`src/rtl/txd_pkg.sv`:
```
// Shared constants and types for the transmit descriptor list poller.
// Assumes descriptors are aligned on 8-byte boundaries.
package txd_pkg;
    localparam int ALIGN_BITS  = 3;
    localparam int PERIOD_IN_W = 8;

    typedef enum logic {
        WSEL_PTR    = 1'b0,
        WSEL_PERIOD = 1'b1
    } wsel_e;
endpackage

```
`src/rtl/txd_ptr_reg.sv`:
```
// List pointer register.
// Holds the aligned address of the current descriptor. Three sources can load it,
// in priority order: a host load (only while the pointer is zero), an advance to a
// fetched next pointer, and an engine-side update. The caller has already applied
// halt gating to the advance and update strobes.
module txd_ptr_reg
    import txd_pkg::*;
#(
    parameter int ADDR_W = 32
) (
    input  logic              clk,
    input  logic              rst_n,
    input  logic              host_ld,
    input  logic [ADDR_W-1:0] host_val,
    input  logic              adv_ld,
    input  logic [ADDR_W-1:0] adv_val,
    input  logic              eng_ld,
    input  logic [ADDR_W-1:0] eng_val,
    output logic [ADDR_W-1:0] ptr,
    output logic              ptr_zero
);
    localparam int HI_W = ADDR_W - ALIGN_BITS;

    logic [HI_W-1:0] ptr_hi;
    logic [3*ALIGN_BITS-1:0] unused_low;

    assign unused_low = {host_val[ALIGN_BITS-1:0], adv_val[ALIGN_BITS-1:0],
                         eng_val[ALIGN_BITS-1:0]};

    // Pointer update, applied in priority order; the low bits are never stored.
    always_ff @(posedge clk) begin
        if (!rst_n) begin
            ptr_hi <= '0;
        end else if (host_ld && (ptr_hi == '0)) begin
            ptr_hi <= host_val[ADDR_W-1:ALIGN_BITS];
        end else if (adv_ld) begin
            ptr_hi <= adv_val[ADDR_W-1:ALIGN_BITS];
        end else if (eng_ld) begin
            ptr_hi <= eng_val[ADDR_W-1:ALIGN_BITS];
        end
    end

    assign ptr      = {ptr_hi, {ALIGN_BITS{1'b0}}};
    assign ptr_zero = (ptr_hi == '0);
endmodule

```
`src/rtl/txd_period_reg.sv`:
```
// Poll period register.
// Keeps the low PER_W bits of the written byte. The bits above them, including
// the top bit, are dropped.
module txd_period_reg #(
    parameter int PER_W = 7,
    parameter int IN_W  = 8
) (
    input  logic             clk,
    input  logic             rst_n,
    input  logic             wr,
    input  logic [IN_W-1:0]  data,
    output logic [PER_W-1:0] period
);
    logic [IN_W-PER_W-1:0] unused_hi;
    assign unused_hi = data[IN_W-1:PER_W];

    // Load the period on a host write.
    always_ff @(posedge clk) begin
        if (!rst_n) begin
            period <= '0;
        end else if (wr) begin
            period <= data[PER_W-1:0];
        end
    end
endmodule

```
`src/rtl/txd_tick_gen.sv`:
```
// 320 ns tick prescaler.
// Counts CYC_PER_TICK cycles while run is high and holds its count while run is low.
// tick is high in the last cycle of each span. clear restarts the span; tick does
// not depend on clear, so no combinational loop forms through the timer.
module txd_tick_gen #(
    parameter int CYC_PER_TICK = 80
) (
    input  logic clk,
    input  logic rst_n,
    input  logic run,
    input  logic clear,
    output logic tick
);
    localparam int CW = (CYC_PER_TICK > 1) ? $clog2(CYC_PER_TICK) : 1;
    localparam logic [CW-1:0] LAST = CW'(CYC_PER_TICK - 1);

    logic [CW-1:0] cnt;

    // Cycle count within the current tick span.
    always_ff @(posedge clk) begin
        if (!rst_n) begin
            cnt <= '0;
        end else if (clear) begin
            cnt <= '0;
        end else if (run) begin
            cnt <= (cnt == LAST) ? '0 : cnt + 1'b1;
        end
    end

    assign tick = run && (cnt == LAST);
endmodule

```
`src/rtl/txd_poll_timer.sv`:
```
// End-of-list poll timer.
// Tracks whether the engine is waiting on a zero next pointer and counts ticks
// up to the poll period. When the count reaches the period it issues a registered
// one-cycle fetch pulse. Assumes arm is only raised while the timer is not waiting.
module txd_poll_timer #(
    parameter int PER_W = 7
) (
    input  logic             clk,
    input  logic             rst_n,
    input  logic             arm,
    input  logic             disarm,
    input  logic             restart,
    input  logic             halt,
    input  logic             ptr_zero,
    input  logic [PER_W-1:0] period,
    input  logic             tick,
    output logic             run,
    output logic             pre_clear,
    output logic             waiting,
    output logic             fetch_pulse
);
    logic [PER_W-1:0] tcnt;
    logic             fire;

    assign run       = waiting && !halt && !ptr_zero && !disarm && (period != '0);
    assign fire      = tick && !restart && (tcnt == PER_W'(period - 1'b1));
    assign pre_clear = arm || restart || disarm || fire;

    // Waiting flag: set on a zero next pointer, dropped when the wait ends.
    always_ff @(posedge clk) begin
        if (!rst_n) begin
            waiting <= 1'b0;
        end else if (disarm) begin
            waiting <= 1'b0;
        end else if (arm) begin
            waiting <= 1'b1;
        end
    end

    // Tick count within the current poll interval.
    always_ff @(posedge clk) begin
        if (!rst_n) begin
            tcnt <= '0;
        end else if (pre_clear) begin
            tcnt <= '0;
        end else if (tick) begin
            tcnt <= tcnt + 1'b1;
        end
    end

    // Registered fetch request, high for one cycle.
    always_ff @(posedge clk) begin
        if (!rst_n) begin
            fetch_pulse <= 1'b0;
        end else begin
            fetch_pulse <= fire;
        end
    end
endmodule

```
`src/rtl/txd_list_poller.sv`:
```
// Transmit descriptor list pointer and end-of-list poller (top).
// Decodes host writes, gates the engine-side strobes with halt, and connects the
// pointer register, the period register, the prescaler and the poll timer.
// Assumes ADDR_W >= 8, and that every strobe is a single-cycle pulse.
module txd_list_poller
    import txd_pkg::*;
#(
    parameter int ADDR_W       = 32,
    parameter int PER_W        = 7,
    parameter int CYC_PER_TICK = 80
) (
    input  logic              clk,
    input  logic              rst_n,
    input  logic              host_wr_en,
    input  logic              host_wr_sel,
    input  logic [ADDR_W-1:0] host_wr_data,
    input  logic              halt,
    input  logic              eng_upd_valid,
    input  logic [ADDR_W-1:0] eng_upd_ptr,
    input  logic              nxt_valid,
    input  logic [ADDR_W-1:0] nxt_ptr,
    output logic [ADDR_W-1:0] list_ptr,
    output logic              list_empty,
    output logic [PER_W-1:0]  poll_period,
    output logic              poll_wait,
    output logic              fetch_pulse
);
    logic wr_ptr, wr_per;
    logic nxt_hit, nxt_zero, adv_ld, eng_ld, eng_zero;
    logic arm, disarm;
    logic ptr_zero;
    logic run, pre_clear, tick;
    logic [ADDR_W-PERIOD_IN_W-1:0] unused_wr_hi;

    assign unused_wr_hi = host_wr_data[ADDR_W-1:PERIOD_IN_W];

    assign wr_ptr   = host_wr_en && (host_wr_sel == WSEL_PTR);
    assign wr_per   = host_wr_en && (host_wr_sel == WSEL_PERIOD);
    assign nxt_hit  = nxt_valid && !halt;
    assign nxt_zero = (nxt_ptr[ADDR_W-1:ALIGN_BITS] == '0);
    assign adv_ld   = nxt_hit && !nxt_zero;
    assign eng_ld   = eng_upd_valid && !halt;
    assign eng_zero = (eng_upd_ptr[ADDR_W-1:ALIGN_BITS] == '0);
    assign arm      = nxt_hit && nxt_zero && !ptr_zero && !poll_wait;
    assign disarm   = adv_ld || (eng_ld && eng_zero) || ptr_zero;

    txd_ptr_reg #(.ADDR_W(ADDR_W)) u_ptr (
        .clk      (clk),
        .rst_n    (rst_n),
        .host_ld  (wr_ptr),
        .host_val (host_wr_data),
        .adv_ld   (adv_ld),
        .adv_val  (nxt_ptr),
        .eng_ld   (eng_ld),
        .eng_val  (eng_upd_ptr),
        .ptr      (list_ptr),
        .ptr_zero (ptr_zero)
    );

    txd_period_reg #(.PER_W(PER_W), .IN_W(PERIOD_IN_W)) u_per (
        .clk    (clk),
        .rst_n  (rst_n),
        .wr     (wr_per),
        .data   (host_wr_data[PERIOD_IN_W-1:0]),
        .period (poll_period)
    );

    txd_tick_gen #(.CYC_PER_TICK(CYC_PER_TICK)) u_tick (
        .clk   (clk),
        .rst_n (rst_n),
        .run   (run),
        .clear (pre_clear),
        .tick  (tick)
    );

    txd_poll_timer #(.PER_W(PER_W)) u_timer (
        .clk         (clk),
        .rst_n       (rst_n),
        .arm         (arm),
        .disarm      (disarm),
        .restart     (wr_per),
        .halt        (halt),
        .ptr_zero    (ptr_zero),
        .period      (poll_period),
        .tick        (tick),
        .run         (run),
        .pre_clear   (pre_clear),
        .waiting     (poll_wait),
        .fetch_pulse (fetch_pulse)
    );

    assign list_empty = ptr_zero;
endmodule

```
`config.mk`:
```
export PLATFORM = sky130hd
export DESIGN_NAME = txd_list_poller
export DESIGN_NICKNAME = d
export VERILOG_FILES = /design/src/rtl/txd_pkg.sv /design/src/rtl/txd_ptr_reg.sv /design/src/rtl/txd_period_reg.sv /design/src/rtl/txd_tick_gen.sv /design/src/rtl/txd_poll_timer.sv /design/src/rtl/txd_list_poller.sv
export SDC_FILE = /design/constraint.sdc
export NUM_CORES = 1
export LEC_CHECK = 0
export CORE_UTILIZATION = 45
export DETAILED_ROUTE_END_ITERATION = 10
export DONT_BUFFER_PORTS = 1
export PLACE_DENSITY = 0.64
export SETUP_SLACK_MARGIN = 0.05
export SLEW_MARGIN = 20
export SYNTH_ARGS = -nofsm -noshare
export SYNTH_HDL_FRONTEND = slang
export SYNTH_SLANG_ARGS = --single-unit
```
`constraint.sdc`:
```
create_clock -name clk -period 3.7 [get_ports clk]
set_input_delay 0.925 -clock clk [delete_from_list [all_inputs] [get_ports clk]]
set_output_delay 0.925 -clock clk [all_outputs]
set_load 0.005 [all_outputs]
```
Word-level counts from Yosys, hierarchy flattened

Cells that the tools add are included.
Widths: inputs -> output; s select.

Output and inout bits: 42
Flip-flop bits (word level): 52

Add/sub/neg operators: 3
Reduce and logical (&&, ||, !) cells: 35
Equal/unequal tests: 2
Muxes and demuxes: 4
Bitwise gates (word level): 2

Operators with widths:

| operator            | count |
|---|---|
| $logic_not 29->1    | 3 |
| $mux 29             | 3 |
| $logic_and 1x1->1   | 17 |
| $add 7x1->7 const B | 2 |
| $eq 7x7->1          | 1 |
| $eq 7x7->1 const B  | 1 |
| $mux 7              | 1 |
| $reduce_bool 7->1   | 1 |
| $sub 7x1->7 const B | 1 |
| $logic_not 1->1     | 6 |
| $logic_or 1x1->1    | 5 |
| $reduce_or 2->1     | 2 |
| $reduce_bool 3->1   | 1 |
| $not 1->1           | 2 |

Logic depth before layout (Yosys ltp)

Word-level depth: 13
Gate-level depth with buffers: 10

Hierarchy

A second synthesis with hierarchy kept.

Cell total of the unflattened synthesis: 401
Area, all modules: 3,279.4 µm²

By module, submodules not included:

| module          | seq. area each (µm²) | area each (µm²) | cells each | instances |
|---|---|---|---|---|
| txd_ptr_reg     | 580.6                | 1,851.8         | 246        | 1 |
| txd_poll_timer  | 180.2                | 628.1           | 65         | 1 |
| txd_tick_gen    | 140.1                | 341.6           | 39         | 1 |
| txd_period_reg  | 140.1                | 265.3           | 22         | 1 |
| txd_list_poller | 0.0                  | 192.7           | 29         | 1 |

Worst setup path after synthesis

Ideal clock, no wire load.

Path type: input -> register
Start: input nxt_ptr[3]
End: register u_tick.cnt[3]
Library setup time: 0.128 ns
Arrival: 2.492 ns
Path buffers: 1
Path slack: 1.079 ns
Cell stages on the path: 6
Cells stage by stage: nor4_1 -> nand4_1 -> or4b_1 -> o2111ai_1 -> buf_2 -> nor3_1

Word-level cells in the longest chain between the ends: 13
Elaborated cells on any way between the ends: 18
Classes of those cells: reduce/logical: 18

Ends and longest elaborated chain:

| element                         | RTL line              | source |
|---|---|---|
| start: declaration              | txd_list_poller.sv:21 | `input logic [ADDR_W-1:0] nxt_ptr,` |
| $logic_not 29->1 (*)            | txd_list_poller.sv:40 | `assign nxt_zero = (nxt_ptr[ADDR_W-1:ALIGN_BITS] == '0);` |
| $logic_not 1->1                 | txd_list_poller.sv:41 | `assign adv_ld = nxt_hit && !nxt_zero;` |
| $logic_and 1x1->1               | txd_list_poller.sv:41 |  |
| $logic_or 1x1->1 (2 in series)  | txd_list_poller.sv:45 | `assign disarm = adv_ld \|\| (eng_ld && eng_zero) \|\| ptr_zero;` |
| $logic_not 1->1                 | txd_poll_timer.sv:25  | `assign run = waiting && !halt && !ptr_zero && !disarm && (period != '0);` |
| $logic_and 1x1->1 (2 in series) | txd_poll_timer.sv:25  |  |
| $logic_and 1x1->1               | txd_tick_gen.sv:30    | `assign tick = run && (cnt == LAST);` |
| $logic_and 1x1->1 (2 in series) | txd_poll_timer.sv:26  | `assign fire = tick && !restart && (tcnt == PER_W'(period - 1'b1));` |
| $logic_or 1x1->1                | txd_poll_timer.sv:27  | `assign pre_clear = arm \|\| restart \|\| disarm \|\| fire;` |
| $reduce_or 2->1 (no line)       | --                    |  |
| end signal: assignment          | txd_tick_gen.sv:26    | `cnt <= (cnt == LAST) ? '0 : cnt + 1'b1;` |
| end: declaration                | txd_tick_gen.sv:17    | `logic [CW-1:0] cnt;` |

Mark *: on every way between the ends. The rest lies on a longest branch, timed or not.
A chain may end at the register's enable or synchronous reset.

Final worst setup path

Start: input nxt_ptr[3]
End: register u_tick.cnt[6]

The elaborated chain is that of the path after synthesis.

==> results.json <==
{
  "numClockSinks": 52,
  "drive_gt1_share_pct": 7.568,
  "p_leak_nw": 1.136,
  "syn2layout_area_growth_pct": 7.379,
  "crit_type": "in -> reg",
  "clock_latency_ns": 0.31,
  "design_area_sq_mm": 0.003368,
  "drc": 0,
  "setup-violations-final": 0,
  "hold_viol_final": 0,
  "path_clk_slew_ns": 0.10,
  "fin_tns_setup_ns": 0,
  "start_util_pct": 46.43,
  "grt_max_degree": 40,
  "cts-buffers-inserted": 5,
  "maxCapViolCount": 0,
  "min_period_ns": 2.694,
  "postRouteAntennaNets": 0,
  "dieArea_sq_mm": 0.007309,
  "place_area_sq_mm": 0.003209,
  "vias": 2804,
  "synth_seq_cells": 52,
  "rsz0062_at_grt": "false",
  "powerDensity_mw_per_mm2": 388.6,
  "placementRows": 30,
  "drt-total-wl_microns": 8705,
  "cts_tree": "yes",
  "hold_buffers": 0,
  "cts_root_buf": "clkbuf_8",
  "syn_area_sq_mm": 0.003137,
  "fmax_ghz": 0.3712,
  "core_area_sq_mm": 0.006756,
  "crit_start": "nxt_ptr[3]",
  "hp-class": "reg -> reg",
  "diodes": 0,
  "worstPathArrival_ns": 2.93,
  "min-delay-start": "u_per.period[1]",
  "synth_edf_count": 0,
  "io_pins": 145,
  "start_kind": "input pin",
  "synth-warning-count": 0,
  "grt_overflow": 0,
  "place_congestion": 0.8634,
  "final_min_period_over_clock_period_pct": 72.81,
  "vias_per_cell": 6.231,
  "slew_headroom_pct": 51.78,
  "dpl.hpwl_microns": 6671,
  "drt-pass1-iter-count": 4,
  "grt_pass1_wl_microns": 13610,
  "globalRouteTotalUtil_pct": 23.91,
  "clockBufferDepth": 2,
  "drv_slew": 0,
  "tightest_slew_ns": 0.7215,
  "crit_path_max_fanout": 11,
  "die_x_microns": 85.49,
  "synth_top_area_share_pct": 33.19,
  "grt_pass1_vias": 2743,
  "ys_seq_area_share_pct": 33.19,
  "htreeDepth": 2,
  "die_y_microns": 85.49,
  "status": "complete, no violations",
  "nets": 475,
  "synth_area_leader_cell": "dfxtp_1",
  "synthArstFlopShare_pct": 0,
  "synth_cell_types": 43,
  "antenna_found_initial": 0,
  "end_kind": "register",
  "reg2reg_from": "u_per.period[0]",
  "ys_top_cells_by_area": "dfxtp_1 (33%), mux2i_1 (10%), nand2_1 (9.7%)",
  "syn-instance-count": 381,
  "syn_avg_cell_area_sq_um": 8.233,
  "post_cts_buffers": 0,
  "skew_ns": 0.009200,
  "cts_resized": 0,
  "ys.flop_type": "dfxtp_1",
  "drt_iter0_markers": 162,
  "wl_per_cell_microns": 19.34,
  "ir_drop_v": 0.0001774,
  "cp.required_ns": 3.94,
  "io_buffer_count": 0
}
## worst max-delay path, stage by stage
cell and delay (ns):
nor4_1 0.37, nand4_1 0.31, o21a_1 0.45, nor3_2 0.50
nand3b_1 0.13, a211oi_1 0.23
## synthesized netlist by cell type, drive strengths merged (2+ instances only)
cell / instances
inv: 5
nand4: 8
dfxtp: 52
nor4: 24
ha: 3
nor2: 8
o211ai: 29
nor2b: 3
xnor2: 14
mux2i: 32
nand3b: 2
a211oi: 2
xor2: 6
nand2: 81
a21boi: 36
nor4b: 4
clkbuf: 15
buf: 14
nor3: 19
nand3: 5
and2: 3
## through the flow
step / worst slack, ns / std cells / utilization, % / hold WS, ns / power (W)
2_1_floorplan: 1.079 / 383 / - / 0.4713 / 0.0007600
3_3_place_gp: 0.7204 / 442 / 47.50 / 0.5132 / 0.0007859
3_5_place_dp: 0.6701 / 442 / 47.50 / 0.5232 / 0.0007894
4_1_cts: 1.004 / 450 / 49.85 / 0.5376 / 0.001327
5_1_grt: 0.8184 / 450 / 49.85 / 0.5625 / 0.001368
6_report: 1.006 / 450 / 49.85 / 0.5279 / 0.001309
## layer usage
layer  global-route usage (%)  vias to the layer above  part of all wire, %
li1                         -                     1357                    -
met1                    27.91                     1297                   40
met2                    41.24                      128                   48
met3                    6.737                       22                  9.2
met4                    9.848                        0                  2.8
met5                        0                        -                    0
## cell type report
| type | count | area, sq um |
|---|---|---|
| Timing Repair Buffer | 8 | 72.57 |
| Fill cell | 681 | 3388 |
| Multi-Input combinational cell | 297 | 1977 |
| Clock buffer | 5 | 68.82 |
| Tap cell | 80 | 100.1 |
| Sequential cell | 52 | 1041 |
| Clock inverter | 3 | 90.09 |
| Inverter | 5 | 18.77 |
## path summary, 6_finish.rpt
check,endpoint,slack (ns),cells past startpoint
max,u_tick.cnt[6],1.01,6
min,u_per.period[1],0.53,2
max reg2reg,u_timer.fetch_pulse,1.03,8
min reg2reg,u_per.period[1],0.53,2
## sequential cells by signal, summed over array words and instances (netlist names)
| signal | cells |
|---|---|
| u_per.period | 7 |
| u_ptr.ptr_hi | 29 |
| u_tick.cnt | 7 |
| u_timer.fetch_pulse | 1 |
| u_timer.tcnt | 7 |
| u_timer.waiting | 1 |
## cells by family (layout without fill, tap and decap cells)
family / after synthesis / in the layout / synth area share, %
flip-flops: 52 / 52 / 33.19
adder cells (fa/ha/maj): 3 / 3 / 1.197
multiplexers: 32 / 32 / 10.21
other: 1 / 3 / 0.1196
XOR/XNOR: 20 / 20 / 5.584
AO/OA/AOI/OAI: 77 / 77 / 18.51
buffers and inverters: 34 / 21 / 4.826
AND/OR/NAND/NOR: 162 / 162 / 26.37
## layout by cell type (no fill, tap or decap), types with 3 or more instances in the layout
master | Yosys | routed
nor2_1 | 8 | 8
inv_1 | 5 | 5
nor4_1 | 21 | 21
nor3_1 | 16 | 16
conb_1 | 1 | 3
xnor2_1 | 14 | 14
nand2_1 | 81 | 81
nand4_1 | 8 | 8
bufinv_16 | 0 | 3
nor4_2 | 3 | 3
buf_4 | 4 | 7
ha_1 | 3 | 3
and2_1 | 3 | 3
o211ai_1 | 29 | 29
nand3_1 | 5 | 5
dfxtp_1 | 52 | 52
mux2i_1 | 32 | 32
clkbuf_8 | 0 | 5
xor2_1 | 6 | 6
a21boi_0 | 36 | 36
## report_power, final
| part | internal, W | switching (W) | total [W] |
|---|---|---|---|
| sequential | 0.000589 | 0.0000334 | 0.000622 |
| clock | 0.000338 | 0.000195 | 0.000533 |
| combinational | 0.0000761 | 0.0000778 | 0.000154 |
| total | 0.00100 | 0.000306 | 0.00131 |
No activity file was read; power rests on OpenSTA's default activity.
